### src/rtl/lpt_pkg.sv
package lpt_pkg;

    localparam int PSC_W    = 3;
    localparam int DIV_W    = (1 << PSC_W) - 1;
    localparam int NUM_CH   = 2;
    localparam int NUM_FLAG = 3;

    localparam logic [2:0] RA_CTRL   = 3'd0;
    localparam logic [2:0] RA_CFG    = 3'd1;
    localparam logic [2:0] RA_RELOAD = 3'd2;
    localparam logic [2:0] RA_CMPA   = 3'd3;
    localparam logic [2:0] RA_CMPB   = 3'd4;
    localparam logic [2:0] RA_CHMODE = 3'd5;
    localparam logic [2:0] RA_STATUS = 3'd6;
    localparam logic [2:0] RA_CLEAR  = 3'd7;

    typedef enum logic [1:0] {
        TS_OFF   = 2'd0,
        TS_ARMED = 2'd1,
        TS_RUN   = 2'd2
    } tmr_state_e;

    typedef enum logic [1:0] {
        WF_IDLE  = 2'd0,
        WF_WAIT2 = 2'd1,
        WF_WAIT1 = 2'd2
    } wflag_state_e;

    typedef enum logic {
        GS_READY = 1'b0,
        GS_HOLD  = 1'b1
    } guard_state_e;

endpackage

### src/rtl/lpt_prescaler.sv
module lpt_prescaler
    import lpt_pkg::*;
(
    input  logic             clk,
    input  logic             rst_n,
    input  logic             run_i,
    input  logic [PSC_W-1:0] psc_i,
    output logic             tick_o
);

    logic [DIV_W-1:0] div_q;
    logic [DIV_W:0]   span;
    logic [DIV_W-1:0] limit;

    always_comb begin
        span  = (DIV_W+1)'(1) << psc_i;
        limit = DIV_W'(span - (DIV_W+1)'(1));
    end

    assign tick_o = run_i && (div_q == limit);

    always_ff @(posedge clk or negedge rst_n) begin
        if (!rst_n) begin
            div_q <= '0;
        end else if (!run_i || tick_o) begin
            div_q <= '0;
        end else begin
            div_q <= div_q + 1'b1;
        end
    end

endmodule

### src/rtl/lpt_wrflag.sv
module lpt_wrflag
    import lpt_pkg::*;
(
    input  logic clk,
    input  logic rst_n,
    input  logic flush_i,
    input  logic start_i,
    input  logic tick_i,
    input  logic clear_i,
    output logic flag_o
);

    wflag_state_e st_q, st_d;
    logic         done;

    always_comb begin
        st_d = st_q;
        done = 1'b0;
        if (flush_i) begin
            st_d = WF_IDLE;
        end else if (start_i) begin
            st_d = WF_WAIT2;
        end else begin
            unique case (st_q)
                WF_IDLE:  st_d = WF_IDLE;
                WF_WAIT2: if (tick_i) st_d = WF_WAIT1;
                WF_WAIT1: begin
                    if (tick_i) begin
                        st_d = WF_IDLE;
                        done = 1'b1;
                    end
                end
                default:  st_d = WF_IDLE;
            endcase
        end
    end

    always_ff @(posedge clk or negedge rst_n) begin
        if (!rst_n) begin
            st_q <= WF_IDLE;
        end else begin
            st_q <= st_d;
        end
    end

    always_ff @(posedge clk or negedge rst_n) begin
        if (!rst_n) begin
            flag_o <= 1'b0;
        end else if (done) begin
            flag_o <= 1'b1;
        end else if (clear_i) begin
            flag_o <= 1'b0;
        end
    end

endmodule

### src/rtl/lpt_chm_guard.sv
module lpt_chm_guard
    import lpt_pkg::*;
(
    input  logic             clk,
    input  logic             rst_n,
    input  logic             arm_i,
    input  logic [PSC_W-1:0] psc_i,
    output logic             busy_o
);

    localparam int HOLD_W = DIV_W + 3;

    guard_state_e      st_q, st_d;
    logic [HOLD_W-1:0] left_q, left_d;

    always_comb begin
        st_d   = st_q;
        left_d = left_q;
        unique case (st_q)
            GS_READY: begin
                if (arm_i) begin
                    st_d   = GS_HOLD;
                    left_d = HOLD_W'(3) << psc_i;
                end
            end
            GS_HOLD: begin
                if (left_q == HOLD_W'(1)) begin
                    st_d   = GS_READY;
                    left_d = '0;
                end else begin
                    left_d = left_q - 1'b1;
                end
            end
            default: begin
                st_d   = GS_READY;
                left_d = '0;
            end
        endcase
    end

    always_ff @(posedge clk or negedge rst_n) begin
        if (!rst_n) begin
            st_q   <= GS_READY;
            left_q <= '0;
        end else begin
            st_q   <= st_d;
            left_q <= left_d;
        end
    end

    assign busy_o = (st_q == GS_HOLD);

endmodule

### src/rtl/lpt_chan.sv
module lpt_chan #(
    parameter int CNT_W = 16
) (
    input  logic [CNT_W-1:0] cnt_i,
    input  logic [CNT_W-1:0] cmp_i,
    input  logic             en_i,
    input  logic             pol_i,
    output logic             out_o
);

    logic active;

    assign active = (cnt_i > cmp_i);
    assign out_o  = en_i ? (active ^ pol_i) : pol_i;

endmodule

### src/rtl/lpt_timer.sv
module lpt_timer
    import lpt_pkg::*;
#(
    parameter int CNT_W      = 16,
    parameter bit SINGLE_OUT = 1'b0
) (
    input  logic             clk,
    input  logic             rst_n,
    input  logic             bus_we,
    input  logic [2:0]       bus_addr,
    input  logic [CNT_W-1:0] bus_wdata,
    output logic [CNT_W-1:0] bus_rdata,
    output logic             pwm_a,
    output logic             pwm_b
);

    localparam int CHM_W = 2 * NUM_CH;

    tmr_state_e state_q, state_d;
    logic       en, running, tick, stop_req, wrap;
    logic [7:0] wr_hit;

    logic [PSC_W-1:0]    psc_q;
    logic                opol_q;
    logic [CNT_W-1:0]    rld_sh_q, rld_act_q, cnt_q;
    logic [CNT_W-1:0]    cmp_sh_q  [NUM_CH];
    logic [CNT_W-1:0]    cmp_act_q [NUM_CH];
    logic                ld_rld;
    logic [NUM_CH-1:0]   ld_cmp;
    logic [NUM_FLAG-1:0] flag_start, flags;
    logic [CHM_W-1:0]    chm_q;
    logic                chm_busy;

    assign wr_hit = bus_we ? (8'd1 << bus_addr) : 8'd0;

    // ---------------- control state machine ----------------
    always_comb begin
        state_d = state_q;
        unique case (state_q)
            TS_OFF: begin
                if (wr_hit[RA_CTRL] && bus_wdata[0]) state_d = TS_ARMED;
            end
            TS_ARMED: begin
                if (wr_hit[RA_CTRL]) begin
                    if (!bus_wdata[0])     state_d = TS_OFF;
                    else if (bus_wdata[1]) state_d = TS_RUN;
                end
            end
            TS_RUN: begin
                if (wr_hit[RA_CTRL] && !bus_wdata[0]) state_d = TS_OFF;
            end
            default: state_d = TS_OFF;
        endcase
    end

    always_ff @(posedge clk or negedge rst_n) begin
        if (!rst_n) begin
            state_q <= TS_OFF;
        end else begin
            state_q <= state_d;
        end
    end

    assign en       = (state_q != TS_OFF);
    assign running  = (state_q == TS_RUN);
    assign stop_req = wr_hit[RA_CTRL] && !bus_wdata[0];

    // ---------------- configuration ----------------
    always_ff @(posedge clk or negedge rst_n) begin
        if (!rst_n) begin
            psc_q  <= '0;
            opol_q <= 1'b0;
        end else if (wr_hit[RA_CFG] && !en) begin
            psc_q  <= bus_wdata[PSC_W-1:0];
            opol_q <= bus_wdata[PSC_W];
        end
    end

    lpt_prescaler u_psc (
        .clk    (clk),
        .rst_n  (rst_n),
        .run_i  (en),
        .psc_i  (psc_q),
        .tick_o (tick)
    );

    // ---------------- reload / compare shadows ----------------
    assign ld_rld = wr_hit[RA_RELOAD] && en;

    always_ff @(posedge clk or negedge rst_n) begin
        if (!rst_n) begin
            rld_sh_q <= '0;
        end else if (ld_rld) begin
            rld_sh_q <= bus_wdata;
        end
    end

    assign wrap = (cnt_q == rld_act_q);

    always_ff @(posedge clk or negedge rst_n) begin
        if (!rst_n) begin
            rld_act_q <= '0;
        end else if (!running || (tick && wrap)) begin
            rld_act_q <= rld_sh_q;
        end
    end

    always_ff @(posedge clk or negedge rst_n) begin
        if (!rst_n) begin
            cnt_q <= '0;
        end else if (!running || stop_req) begin
            cnt_q <= '0;
        end else if (tick) begin
            cnt_q <= wrap ? '0 : cnt_q + 1'b1;
        end
    end

    for (genvar c = 0; c < NUM_CH; c++) begin : g_cmp
        localparam logic [2:0] CMP_ADDR = RA_CMPA + 3'(c);

        assign ld_cmp[c] = wr_hit[CMP_ADDR] && en;

        always_ff @(posedge clk or negedge rst_n) begin
            if (!rst_n) begin
                cmp_sh_q[c] <= '0;
            end else if (ld_cmp[c]) begin
                cmp_sh_q[c] <= bus_wdata;
            end
        end

        always_ff @(posedge clk or negedge rst_n) begin
            if (!rst_n) begin
                cmp_act_q[c] <= '0;
            end else if (!running || (tick && wrap)) begin
                cmp_act_q[c] <= cmp_sh_q[c];
            end
        end
    end

    // ---------------- write-completion flags ----------------
    assign flag_start = {ld_cmp, ld_rld};

    for (genvar f = 0; f < NUM_FLAG; f++) begin : g_flag
        lpt_wrflag u_flag (
            .clk     (clk),
            .rst_n   (rst_n),
            .flush_i (stop_req),
            .start_i (flag_start[f]),
            .tick_i  (tick),
            .clear_i (wr_hit[RA_CLEAR] && bus_wdata[f]),
            .flag_o  (flags[f])
        );
    end

    // ---------------- output channels ----------------
    if (SINGLE_OUT) begin : g_single
        assign chm_q    = '0;
        assign chm_busy = 1'b0;

        lpt_chan #(.CNT_W(CNT_W)) u_ch (
            .cnt_i (cnt_q),
            .cmp_i (cmp_act_q[0]),
            .en_i  (1'b1),
            .pol_i (opol_q),
            .out_o (pwm_a)
        );
        assign pwm_b = 1'b0;
    end else begin : g_dual
        logic              chm_arm;
        logic [NUM_CH-1:0] pwm_vec;

        assign chm_arm = wr_hit[RA_CHMODE] && !chm_busy;

        lpt_chm_guard u_guard (
            .clk    (clk),
            .rst_n  (rst_n),
            .arm_i  (chm_arm),
            .psc_i  (psc_q),
            .busy_o (chm_busy)
        );

        always_ff @(posedge clk or negedge rst_n) begin
            if (!rst_n) begin
                chm_q <= '0;
            end else if (chm_arm) begin
                for (int c = 0; c < NUM_CH; c++) begin
                    chm_q[2*c] <= bus_wdata[2*c];
                    if (!chm_q[2*c]) chm_q[2*c+1] <= bus_wdata[2*c+1];
                end
            end
        end

        for (genvar c = 0; c < NUM_CH; c++) begin : g_ch
            lpt_chan #(.CNT_W(CNT_W)) u_ch (
                .cnt_i (cnt_q),
                .cmp_i (cmp_act_q[c]),
                .en_i  (chm_q[2*c]),
                .pol_i (chm_q[2*c+1]),
                .out_o (pwm_vec[c])
            );
        end

        assign pwm_a = pwm_vec[0];
        assign pwm_b = pwm_vec[1];
    end

    // ---------------- read port ----------------
    always_comb begin
        bus_rdata = '0;
        unique case (bus_addr)
            RA_CTRL:   bus_rdata[1:0]          = {running, en};
            RA_CFG:    bus_rdata[PSC_W:0]      = {opol_q, psc_q};
            RA_RELOAD: bus_rdata               = rld_sh_q;
            RA_CMPA:   bus_rdata               = cmp_sh_q[0];
            RA_CMPB:   bus_rdata               = cmp_sh_q[1];
            RA_CHMODE: bus_rdata[CHM_W-1:0]    = chm_q;
            RA_STATUS: bus_rdata[NUM_FLAG:0]   = {chm_busy, flags};
            RA_CLEAR:  bus_rdata               = '0;
            default:   bus_rdata               = '0;
        endcase
    end

endmodule

### config.mk
export PLATFORM = sky130hd
export DESIGN_NAME = lpt_timer
export DESIGN_NICKNAME = d
export VERILOG_FILES = /design/src/rtl/lpt_pkg.sv /design/src/rtl/lpt_prescaler.sv /design/src/rtl/lpt_wrflag.sv /design/src/rtl/lpt_chm_guard.sv /design/src/rtl/lpt_chan.sv /design/src/rtl/lpt_timer.sv
export SDC_FILE = /design/constraint.sdc
export NUM_CORES = 1
export LEC_CHECK = 0
export CAP_MARGIN = 10
export CORE_MARGIN = 10
export CORE_UTILIZATION = 45
export CTS_BUF_LIST = sky130_fd_sc_hd__clkbuf_4 sky130_fd_sc_hd__clkbuf_8
export CTS_CLUSTER_SIZE = 24
export DETAILED_ROUTE_END_ITERATION = 8
export PLACE_DENSITY = 0.64
export SETUP_SLACK_MARGIN = 0.5
export SLEW_MARGIN = 20
export SYNTH_ARGS = -nofsm -noshare
export SYNTH_HDL_FRONTEND = slang
export SYNTH_SLANG_ARGS = --single-unit
### constraint.sdc
create_clock -name clk -period 6.05 [get_ports clk]
set_input_delay 0.605 -clock clk [delete_from_list [all_inputs] [get_ports clk]]
set_output_delay 0.605 -clock clk [all_outputs]
set_load 0.05 [all_outputs]
==> reports/summary.txt <==
Drt total wl -> 19.0 mm
Dpl hpwl -> 13.7 mm
Main combinational cell family by area after synthesis -> multiplexers
Clk sink count -> 149
Port bufs -> 39
Synth Area in Compound Gates -> 9.70%
Vias in the first global route -> 6260
Peak supply drop -> 0.184 mV
CP max FO -> 8
Largest net degree at the start of global routing -> 77
Mux cell area share after synthesis -> 15.5%
Synthesis warning total -> 0
Leakage -> 0.00418 uW
DIE AREA -> 0.0237 sq mm
Critical Path Slowest Stage Cell -> clkdlybuf4s50_1
Gr ovfl total -> 0
DRT Pass-1 Iters -> 7
RePlAce Congestion -> 0.862
Seq pwr share -> 44.8%
Crit end category -> output pin
Wire per inst -> 18.0 um
Req. time, crit path -> 5440 ps
CP Buf/Inv Count -> 1
Worst r2r src -> psc_q[1]
Final setup TNS -> 0 ps
Core Rows -> 48
Share of post-route cells with drive strength above 1 -> 16.7%
Crit path DAT -> 3520 ps
Cts hold-fix bufs -> 0
Initial Util -> 46.3%
Worst skew pair latency -> 460 ps
Die height -> 154 um
Worst-Margin Slew -> 919 ps
Hold slack -> 161 ps
RSZ-0062 raised after global routing -> false
Max Cap Violations -> 0
Period Utilization, post-route -> 68.1%
H-tree levels -> 4
Final hold vios -> 0
Ys flop type -> dfrtp_1
R2r endpoint -> cmp_act_q[8]
Simple-Gate Fraction of Synth Area -> 15.1%
First-pass GRT wire length -> 32.3 mm
Synth Area in XOR/XNOR -> 3.25%
Max Root-Sink Buffers -> 2
Critical path startpoint category -> flop
EDFF count, synth -> 0
Synthesized-area fraction occupied by adder cells -> 6.34%
Area of the multi-input gates -> 0.00406 sq mm
Final setup fails -> 0
Post-synthesis sequential area ratio -> 46.1%
# fillers -> 1569
Syn nets -> 845
Synthesis-to-layout area growth -> 12.0%
NumNets Final -> 877
Int Power -> 2280 uW
Number of diodes -> 0
Pre-CTS setup slack -> 1760 ps
Worst relative slew slack -> 38.5%
Final Critical Period -> 4120 ps
First DRT Iteration DRCs -> 365
Via/cell ratio -> 5.61
Core area -> 0.0175 sq mm
R2R cell count -> 11
Sw Share -> 37.9%
Total clock buffers created by CTS -> 17
Ys async rst share -> 100%
WS Path Type -> reg -> out
Fin. max-slew vios -> 0
Synthesized area -> 0.00809 sq mm
Register bit count reported by yosys -> 149
Worst hold path class -> in -> async
Run status -> completed
Post-cts gate resize count -> 0
IO Pins -> 40
Initial antenna violation count -> 0
Worst setup margin -> 1930 ps
Vias -> 5905
Maximum clock rate -> 0.243 GHz
Layout Skew -> 12.4 ps
Setup bufs post-CTS -> 0
Total track usage -> 16.5%
Reg2Reg Setup Slack -> 2580 ps
Largest stage delay, worst path -> 870 ps
Clk network pwr share -> 20.9%
DRT antenna net count -> 0
Post-synthesis cell count -> 782
CTS tree -> built
Gate power share -> 34.4%
Distinct cells, synth -> 57
CP top delay family -> compound AO/OA/AOI/OAI gates
Most Frequent Cell on Critical Path -> a21o_1
Avg Cell Area, Syn -> 10.3 sq um
DRC -> 0
Storage cell area -> 0.00373 sq mm
PwrDens -> 404 mW/mm^2
Die X -> 154 um
Net Sw Power -> 1390 uW
Fin util -> 51.8%
Root Buffer -> clkbuf_8
CP cell instances -> ha_1 -> a21o_1 -> a21o_1 -> a21o_1 -> a211o_1 -> o2111ai_1 -> a31oi_1 -> xor2_1 -> clkdlybuf4s50_1
Clock transition at path regs -> 90 ps
cell type report:
cell class              count  area share (%)
clock buffers              18            2.73
clock inverters            14            1.53
flip-flops and latches    149            41.1
repair buffers             46            4.90
well taps                 225            3.11
multi-input cells         556            44.8
inverters                  44            1.82
worst register-to-register path: cells and delay by family (launching register included):
family                   cells  cell delay, ps
flip-flops                   1             560
AND/OR/NAND/NOR              4            1060
AO/OA/AOI/OAI                2             270
adder cells (fa/ha/maj)      2             580
multiplexers                 1             420
buffers and inverters        2             470
Yosys cell counts, types with 12 or more instances:
cell,number,area share (%)
nand2_1,97,4.5
nor2_1,46,2.1
a21oi_1,37,2.3
mux2_4,19,3.5
nand4_1,12,0.93
xor2_1,21,2.3
nand3_1,15,0.93
o21ai_0,47,2.9
clkbuf_1,23,1.1
ha_1,41,6.3
or3_1,12,0.93
dfrtp_1,149,46
mux2i_1,17,2.1
mux2_2,67,9.3
inv_1,43,2.0
kinds of logic (layout without fill, tap and decap cells):
group / after synthesis / in the layout
buf+inv: 77 / 122
xor+xnor: 30 / 30
simple gates: 248 / 248
compound gates: 132 / 132
fa+ha+maj: 41 / 41
flops: 149 / 149
mux: 105 / 105
worst max path at each step:
stage	start	to	depth (start not counted)
final	cnt_q[9]	pwm_b	9
after global routing	cnt_q[9]	pwm_b	9
after CTS	cnt_q[9]	pwm_b	9
after detailed placement	bus_addr[2]	cnt_q[8]	8
after global placement	bus_addr[2]	cnt_q[8]	8
after floorplan	bus_addr[2]	bus_rdata[3]	5
through the flow:
| stage | total power (uW) | instance area (sq um) | instances |
|---|---|---|---|
| 6_report | 3660 | 9060 | 1052 |
| 5_1_grt | 3910 | 9060 | 1052 |
| 4_1_cts | 3680 | 9050 | 1052 |
| 3_5_place_dp | 2910 | 8670 | 1020 |
| 3_3_place_gp | 2850 | 8670 | 1020 |
| 2_1_floorplan | 2510 | 8090 | 782 |
flip-flops by register name, summed over array words and instances (netlist names):
signal / cells
chm_q: 4
cmp_act_q: 32
cmp_sh_q: 32
cnt_q: 16
g_dual.u_guard.busy_o: 1
g_dual.u_guard.left_q: 10
g_flag.u_flag.flag_o: 3
g_flag.u_flag.st_q: 6
opol_q: 1
psc_q: 3
rld_act_q: 16
rld_sh_q: 16
state_q: 2
u_psc.div_q: 7
power groups by stage:
stage	sequential [uW]	combinational (uW)	clock (uW)
floorplan	1520	994	0
detailed placement	1660	1250	0
CTS	1640	1260	782
global route	1690	1400	823
finish	1640	1260	764
global placement	1640	1210	0
layer usage:
| metal | vias up | share of wire [%] | global-route usage [%] |
|---|---|---|---|
| met5 | - | 0 | 0 |
| met4 | 0 | 1.9 | 6.07 |
| met3 | 28 | 3.6 | 2.59 |
| met2 | 131 | 47 | 26.4 |
| met1 | 2927 | 47 | 22.0 |
| li1 | 2819 | - | - |
cell usage in the layout, fill, tap and decap left out, drive strengths merged, types with 3 or more instances in the layout:
cell             n
a211oi           4
a21o             9
a21oi           37
a22oi            4
a31oi            6
and2             3
and3             7
buf              8
clkbuf          18
clkdlybuf4s50   38
clkinv           3
clkinvlp         3
dfrtp          149
ha              41
inv             51
mux2            86
mux2i           17
nand2           97
nand2b          11
nand3           16
nand3b           3
nand4           12
nor2            46
nor2b           11
nor3             6
nor3b            3
nor4             7
o21ai           48
o22ai            3
o31ai            4
o41ai            4
or3             12
or4              4
or4b             3
xnor2            9
xor2            21
Note: power is estimated with default switching activity, not from simulation.
